### src/rtl/popc_pkg.sv
`timescale 1ns/1ps
package popc_pkg;

  // Controller states; the one-state-per-bit controller uses a subset.
  typedef enum logic [2:0] {
    ST_IDLE  = 3'd0,
    ST_LOAD  = 3'd1,
    ST_ADD   = 3'd2,
    ST_SHIFT = 3'd3,
    ST_RUN   = 3'd4,
    ST_DONE  = 3'd5
  } popc_state_e;

endpackage

### src/rtl/popc_datapath.sv
`timescale 1ns/1ps
module popc_datapath #(
  parameter int DATA_W = 8,
  parameter int CNT_W  = 4
) (
  input  logic              clk,
  input  logic              rst_n,
  input  logic [DATA_W-1:0] din,
  input  logic              load,
  input  logic              acc,
  input  logic              shift,
  input  logic              oe,
  output logic              lsb,
  output logic              rest_zero,
  output logic [DATA_W-1:0] result
);

  logic [DATA_W-1:0] word_q, word_d;
  logic [CNT_W-1:0]  cnt_q, cnt_d;
  logic              word_en, cnt_en;

  assign word_en = load | shift;
  assign cnt_en  = load | acc;

  // Shifter with parallel load
  always_comb begin
    word_d = word_q;
    if (load)       word_d = din;
    else if (shift) word_d = word_q >> 1;
  end

  // Counter with synchronous clear; adds the current low bit
  always_comb begin
    cnt_d = cnt_q;
    if (load)     cnt_d = '0;
    else if (acc) cnt_d = cnt_q + CNT_W'(word_q[0]);
  end

  always_ff @(posedge clk or negedge rst_n) begin
    if (!rst_n) begin
      word_q <= '0;
      cnt_q  <= '0;
    end else begin
      if (word_en) word_q <= word_d;
      if (cnt_en)  cnt_q  <= cnt_d;
    end
  end

  // Status back to the controller
  assign lsb       = word_q[0];
  assign rest_zero = ((word_q >> 1) == '0);

  // Output enable: count only in the done state
  assign result = oe ? DATA_W'(cnt_q) : '0;

  // count stays within the word width
  p_count_bound_r4: assert property (@(posedge clk) disable iff (!rst_n)
    cnt_q <= CNT_W'(DATA_W));

  // a shift drops exactly the low bit's worth of ones
  p_shift_drops_lsb_r3: assert property (@(posedge clk) disable iff (!rst_n)
    (shift && !load) |=> (int'($countones(word_q)) + int'($past(word_q[0]))
                          == int'($countones($past(word_q)))));

endmodule

### src/rtl/popc_ctrl_moore.sv
`timescale 1ns/1ps
module popc_ctrl_moore
  import popc_pkg::*;
(
  input  logic clk,
  input  logic rst_n,
  input  logic start,
  input  logic lsb,
  input  logic rest_zero,
  output logic load,
  output logic acc,
  output logic shift,
  output logic oe,
  output logic done
);

  popc_state_e state_q, state_d;

  always_comb begin
    state_d = state_q;
    unique case (state_q)
      ST_IDLE:  if (start) state_d = ST_LOAD;
      ST_LOAD:  state_d = ST_ADD;
      ST_ADD:   state_d = ST_SHIFT;
      ST_SHIFT: state_d = rest_zero ? ST_DONE : ST_ADD;
      ST_DONE:  state_d = ST_IDLE;
      default:  state_d = ST_IDLE;
    endcase
  end

  always_ff @(posedge clk or negedge rst_n) begin
    if (!rst_n) state_q <= ST_IDLE;
    else        state_q <= state_d;
  end

  // Outputs depend on the state only
  assign load  = (state_q == ST_LOAD);
  assign acc   = (state_q == ST_ADD);
  assign shift = (state_q == ST_SHIFT);
  assign done  = (state_q == ST_DONE);
  assign oe    = done;

  // idle without a request never produces done
  p_idle_wait_r2: assert property (@(posedge clk) disable iff (!rst_n)
    (state_q == ST_IDLE && !start) |=> !done);

  // done only once the datapath word is empty
  p_done_after_empty_r3: assert property (@(posedge clk) disable iff (!rst_n)
    done |-> (rest_zero && !lsb));

endmodule

### src/rtl/popc_ctrl_mealy.sv
`timescale 1ns/1ps
module popc_ctrl_mealy
  import popc_pkg::*;
(
  input  logic clk,
  input  logic rst_n,
  input  logic start,
  input  logic lsb,
  input  logic rest_zero,
  output logic load,
  output logic acc,
  output logic shift,
  output logic oe,
  output logic done
);

  popc_state_e state_q, state_d;

  always_comb begin
    state_d = state_q;
    unique case (state_q)
      ST_IDLE: if (start) state_d = ST_LOAD;
      ST_LOAD: state_d = ST_RUN;
      ST_RUN:  state_d = rest_zero ? ST_DONE : ST_RUN;
      ST_DONE: state_d = ST_IDLE;
      default: state_d = ST_IDLE;
    endcase
  end

  always_ff @(posedge clk or negedge rst_n) begin
    if (!rst_n) state_q <= ST_IDLE;
    else        state_q <= state_d;
  end

  logic running;
  assign running = (state_q == ST_RUN);

  // Counter load gated by the low bit; shift every loop cycle
  assign load  = (state_q == ST_LOAD);
  assign acc   = running & lsb;
  assign shift = running;
  assign done  = (state_q == ST_DONE);
  assign oe    = done;

  // idle without a request never produces done
  p_idle_wait_r2: assert property (@(posedge clk) disable iff (!rst_n)
    (state_q == ST_IDLE && !start) |=> !done);

  // done only once the datapath word is empty
  p_done_after_empty_r3: assert property (@(posedge clk) disable iff (!rst_n)
    done |-> (rest_zero && !lsb));

endmodule

### src/rtl/popc_fsmd.sv
`timescale 1ns/1ps
module popc_fsmd #(
  parameter int DATA_W = 8,
  parameter int MEALY  = 0
) (
  input  logic              clk,
  input  logic              rst_n,
  input  logic              start,
  input  logic [DATA_W-1:0] din,
  output logic [DATA_W-1:0] result,
  output logic              valid
);

  localparam int CNT_W = $clog2(DATA_W + 1);

  logic load, acc, shift, oe, done, lsb, rest_zero;

  generate
    if (MEALY != 0) begin : g_mealy
      popc_ctrl_mealy u_ctrl (
        .clk(clk), .rst_n(rst_n), .start(start), .lsb(lsb),
        .rest_zero(rest_zero), .load(load), .acc(acc), .shift(shift),
        .oe(oe), .done(done));
    end else begin : g_moore
      popc_ctrl_moore u_ctrl (
        .clk(clk), .rst_n(rst_n), .start(start), .lsb(lsb),
        .rest_zero(rest_zero), .load(load), .acc(acc), .shift(shift),
        .oe(oe), .done(done));
    end
  endgenerate

  popc_datapath #(.DATA_W(DATA_W), .CNT_W(CNT_W)) u_dp (
    .clk(clk), .rst_n(rst_n), .din(din), .load(load), .acc(acc),
    .shift(shift), .oe(oe), .lsb(lsb), .rest_zero(rest_zero),
    .result(result));

  assign valid = done;

  // valid is a single-cycle pulse
  p_valid_pulse_r5: assert property (@(posedge clk) disable iff (!rst_n)
    valid |=> !valid);

  // result reads zero outside the valid cycle
  p_result_gated_r6: assert property (@(posedge clk) disable iff (!rst_n)
    !valid |-> (result == '0));

endmodule

### config.mk
export PLATFORM = sky130hd
export DESIGN_NAME = popc_fsmd
export DESIGN_NICKNAME = d
export VERILOG_FILES = /design/src/rtl/popc_pkg.sv /design/src/rtl/popc_datapath.sv /design/src/rtl/popc_ctrl_moore.sv /design/src/rtl/popc_ctrl_mealy.sv /design/src/rtl/popc_fsmd.sv
export SDC_FILE = /design/constraint.sdc
export NUM_CORES = 1
export LEC_CHECK = 0
export BUFFER_PORTS_ARGS = -buffer_cell sky130_fd_sc_hd__clkbuf_2
export CORE_MARGIN = 5
export CORE_UTILIZATION = 53
export CTS_CLUSTER_SIZE = 40
export DETAILED_ROUTE_END_ITERATION = 8
export HOLD_SLACK_MARGIN = 0.05
export PLACE_DENSITY = 0.79
export REMOVE_ABC_BUFFERS = 1
export SYNTH_ARGS = -nofsm -noshare
export SYNTH_HDL_FRONTEND = slang
export SYNTH_SLANG_ARGS = --single-unit
### constraint.sdc
create_clock -name clk -period 1.9 [get_ports clk]
set_input_delay 0.095 -clock clk [delete_from_list [all_inputs] [get_ports clk]]
set_output_delay 0.095 -clock clk [all_outputs]
set_load 0.01 [all_outputs]
==> results.md <==
* Outcome: completed
* Netlist Area Pre-Place at 868 sq um
* Vias at 636
* Cell row count at 14
* Max FO, Critical Path at 11
* I/O Buffers at 15
* Vias in the first global route at 620
* I/O pins at 20
* CORE AREA at 1520 sq um
* Final wirelength at 1570 microns
* Synth warn at 0
* Worst EP required at between 1500 and 2000 ps
* Crit Path Class: reg2out
* WL/cell at 13.4 microns
* Seq/Total Area, Yosys at about 43%
* Clock Latency Late Sink at 290 ps
* Arr. time, crit path at 1410 ps
* Average via count per standard cell at 5.44
* Final core utilization at 62.6%
* Die H at 50.5 microns
* # diodes at 0
* Hpwl dp at 1180 microns
* Setup violators final at 0
* Clock Skews at approximately 4.3 ps
* Max-Cap Viols at 0
* Layout area overhead at 9.80%
* Hold Path Class: in2reg
* Final hold violations at 0
* Yosys cell types at 27
* Setup crit end kind: primary output
* First-pass DRT Iterations at 4
* Share of cells above drive strength 1 at 28.7%
* Post-DRT Antenna Nets at 0
* Worst path slowest cell: dfrtp_1
* Minimum clock period at 1510 ps
* Fin. max-slew vios at 0
* Clock Tree Buf Depth at 2
* H-Tree Depth at 1
* Slowest stage delay, CP at 590 ps
* Critical Path, Cell by Cell: and3_4, and2_2, clkbuf_2
* Register bit total from synthesis at 15
* CTS Buf Count at 3
* CTS tree: built
* Crit share post-route at 79.2%
* Static Leak at 0.489 nW
* Syn_area_per_cell at 10.3 sq um
* Initial core utilization at 57.0%
* Clk root buf: clkbuf_4
* CTS clock-pin slew for the worst setup and hold paths at about 90 ps
* Placed cell areas at 907 sq um
* Unrepaired setup endpoints after global routing: false
* Cells after Synth at 84
* Initial antenna violation count at 0
* DRC at 0
* Setup TNS Final at 0 ps
* Fmax at 664 MHz
* Tot GR Track Use at 13.9%
* Post-cts resize count at 0
* Final instance area at between 900 and 1000 sq um
* Setup crit start kind: flop
* Fin nets at around 120
* Flop2flop setup slack at between 500 and 600 ps
* Die area at 2550 sq um
* Num Clock Sinks at 15
* Initial DRC Count at 6
* GRT overflow at 0
* First-pass GRT wire length at 2700 microns
* Largest net degree at the start of global routing at 18
* VDD IR max at 0.646 mV
* Pwr per Cell Area at 1370 nW/um^2
* Routability congestion estimate at roughly 0.77
* Commonest cells after routing, fill and taps aside: 15 x dfrtp_1, 15 x clkbuf_2, 12 x nand2_1
* Die width at 50.5 microns
through the flow:
step           setup slack [ps]  total power, W  hold slack (ps)  instances
2_1_floorplan               616        0.000974             -201         79
5_1_grt                     287         0.00143              107        117
3_3_place_gp                592         0.00109             27.6        111
4_1_cts                     392         0.00131             78.3        117
6_report                    395         0.00130             76.8        117
3_5_place_dp                569         0.00113             30.8        111
cell families (layout without fill, tap and decap cells):
kind of cell	Yosys count	after routing	share of synthesized area [%]
other	1	4	0.432
and+or+nand+nor	26	26	20.6
adders and majority gates	2	2	2.88
DFF	15	15	43.2
AOI/OAI and AO/OA	23	23	15.3
muxes	7	7	8.07
buffers and inverters	10	24	9.51
cell usage after synthesis (all sizes together):
cell type  instances  share of area, %
nor4b              1               2.7
o21bai             2               1.7
nor2               2               1.2
nand2             12               5.2
o21ai             12               6.9
buf                8               8.6
conb               1              0.43
a31oi              1              0.72
o22ai              1              0.72
nor3b              1              0.86
a21o               1              0.86
nor4               1               1.4
and2               4               3.5
nand2b             2               2.3
mux2i              7               8.1
dfrtp             15                43
and4bb             1               1.4
inv                2              0.86
and3               2               2.0
ha                 2               2.9
a22oi              3               2.6
a21oi              3               1.7
critical path, delay by kind of cell, from the launching register on:
kind	cells	cell delay, ps
buf+inv	1	120
simple gates	2	410
flops	1	590
area by class of cell:
| type | count | area, sq um |
|---|---|---|
| clock buffer | 4 | 26.3 |
| fill | 129 | 571 |
| inverter | 2 | 7.51 |
| multi-input combinational | 62 | 422 |
| sequential | 15 | 375 |
| tap | 16 | 20.0 |
| timing repair buffer | 18 | 103 |
per-layer routing:
| layer | share of wire (%) | wire (microns) | track usage [%] | vias to the layer above |
|---|---|---|---|---|
| li1 | - | - | - | 319 |
| met2 | 46 | 717 | 21.3 | 20 |
| met3 | 7.3 | 114 | 4.44 | 3 |
| met5 | 0 | 0 | 0 | - |
| met1 | 45 | 709 | 17.3 | 294 |
| met4 | 1.9 | 30 | 7.23 | 0 |
state kept, by name (all words and copies together), names as in the netlist:
signal and flops:
u_dp.word_q 8, g_moore.u_ctrl.state_q 3, u_dp.cnt_q 4
repair_timing:
item                                    CTS  global route
buffers inserted                          0             0
endpoints found under the setup margin    0             0
hold buffers                              2             0
hold endpoints to repair                 16             0
power by group:
part | internal, W | total (W) | switching (W) | leakage [nW]
Clock | 0.0000816 | 0.000184 | 0.000103 | 0.0150
Combinational | 0.000247 | 0.000512 | 0.000265 | 0.280
Sequential | 0.000444 | 0.000607 | 0.000163 | 0.193
worst paths after layout:
check | startpoint | end | cells after the start
setup / recovery | g_moore.u_ctrl.state_q[0] | result[0] | 3
hold / removal | din[6] | u_dp.word_q[6] | 3
setup reg to reg | u_dp.cnt_q[0] | u_dp.cnt_q[2] | 5
hold reg to reg | u_dp.word_q[0] | u_dp.word_q[0] | 2
max in group asynchronous | rst_n | u_dp.word_q[5] | 2
min in group asynchronous | rst_n | u_dp.cnt_q[0] | 2
(Power assumes the default switching activity.)
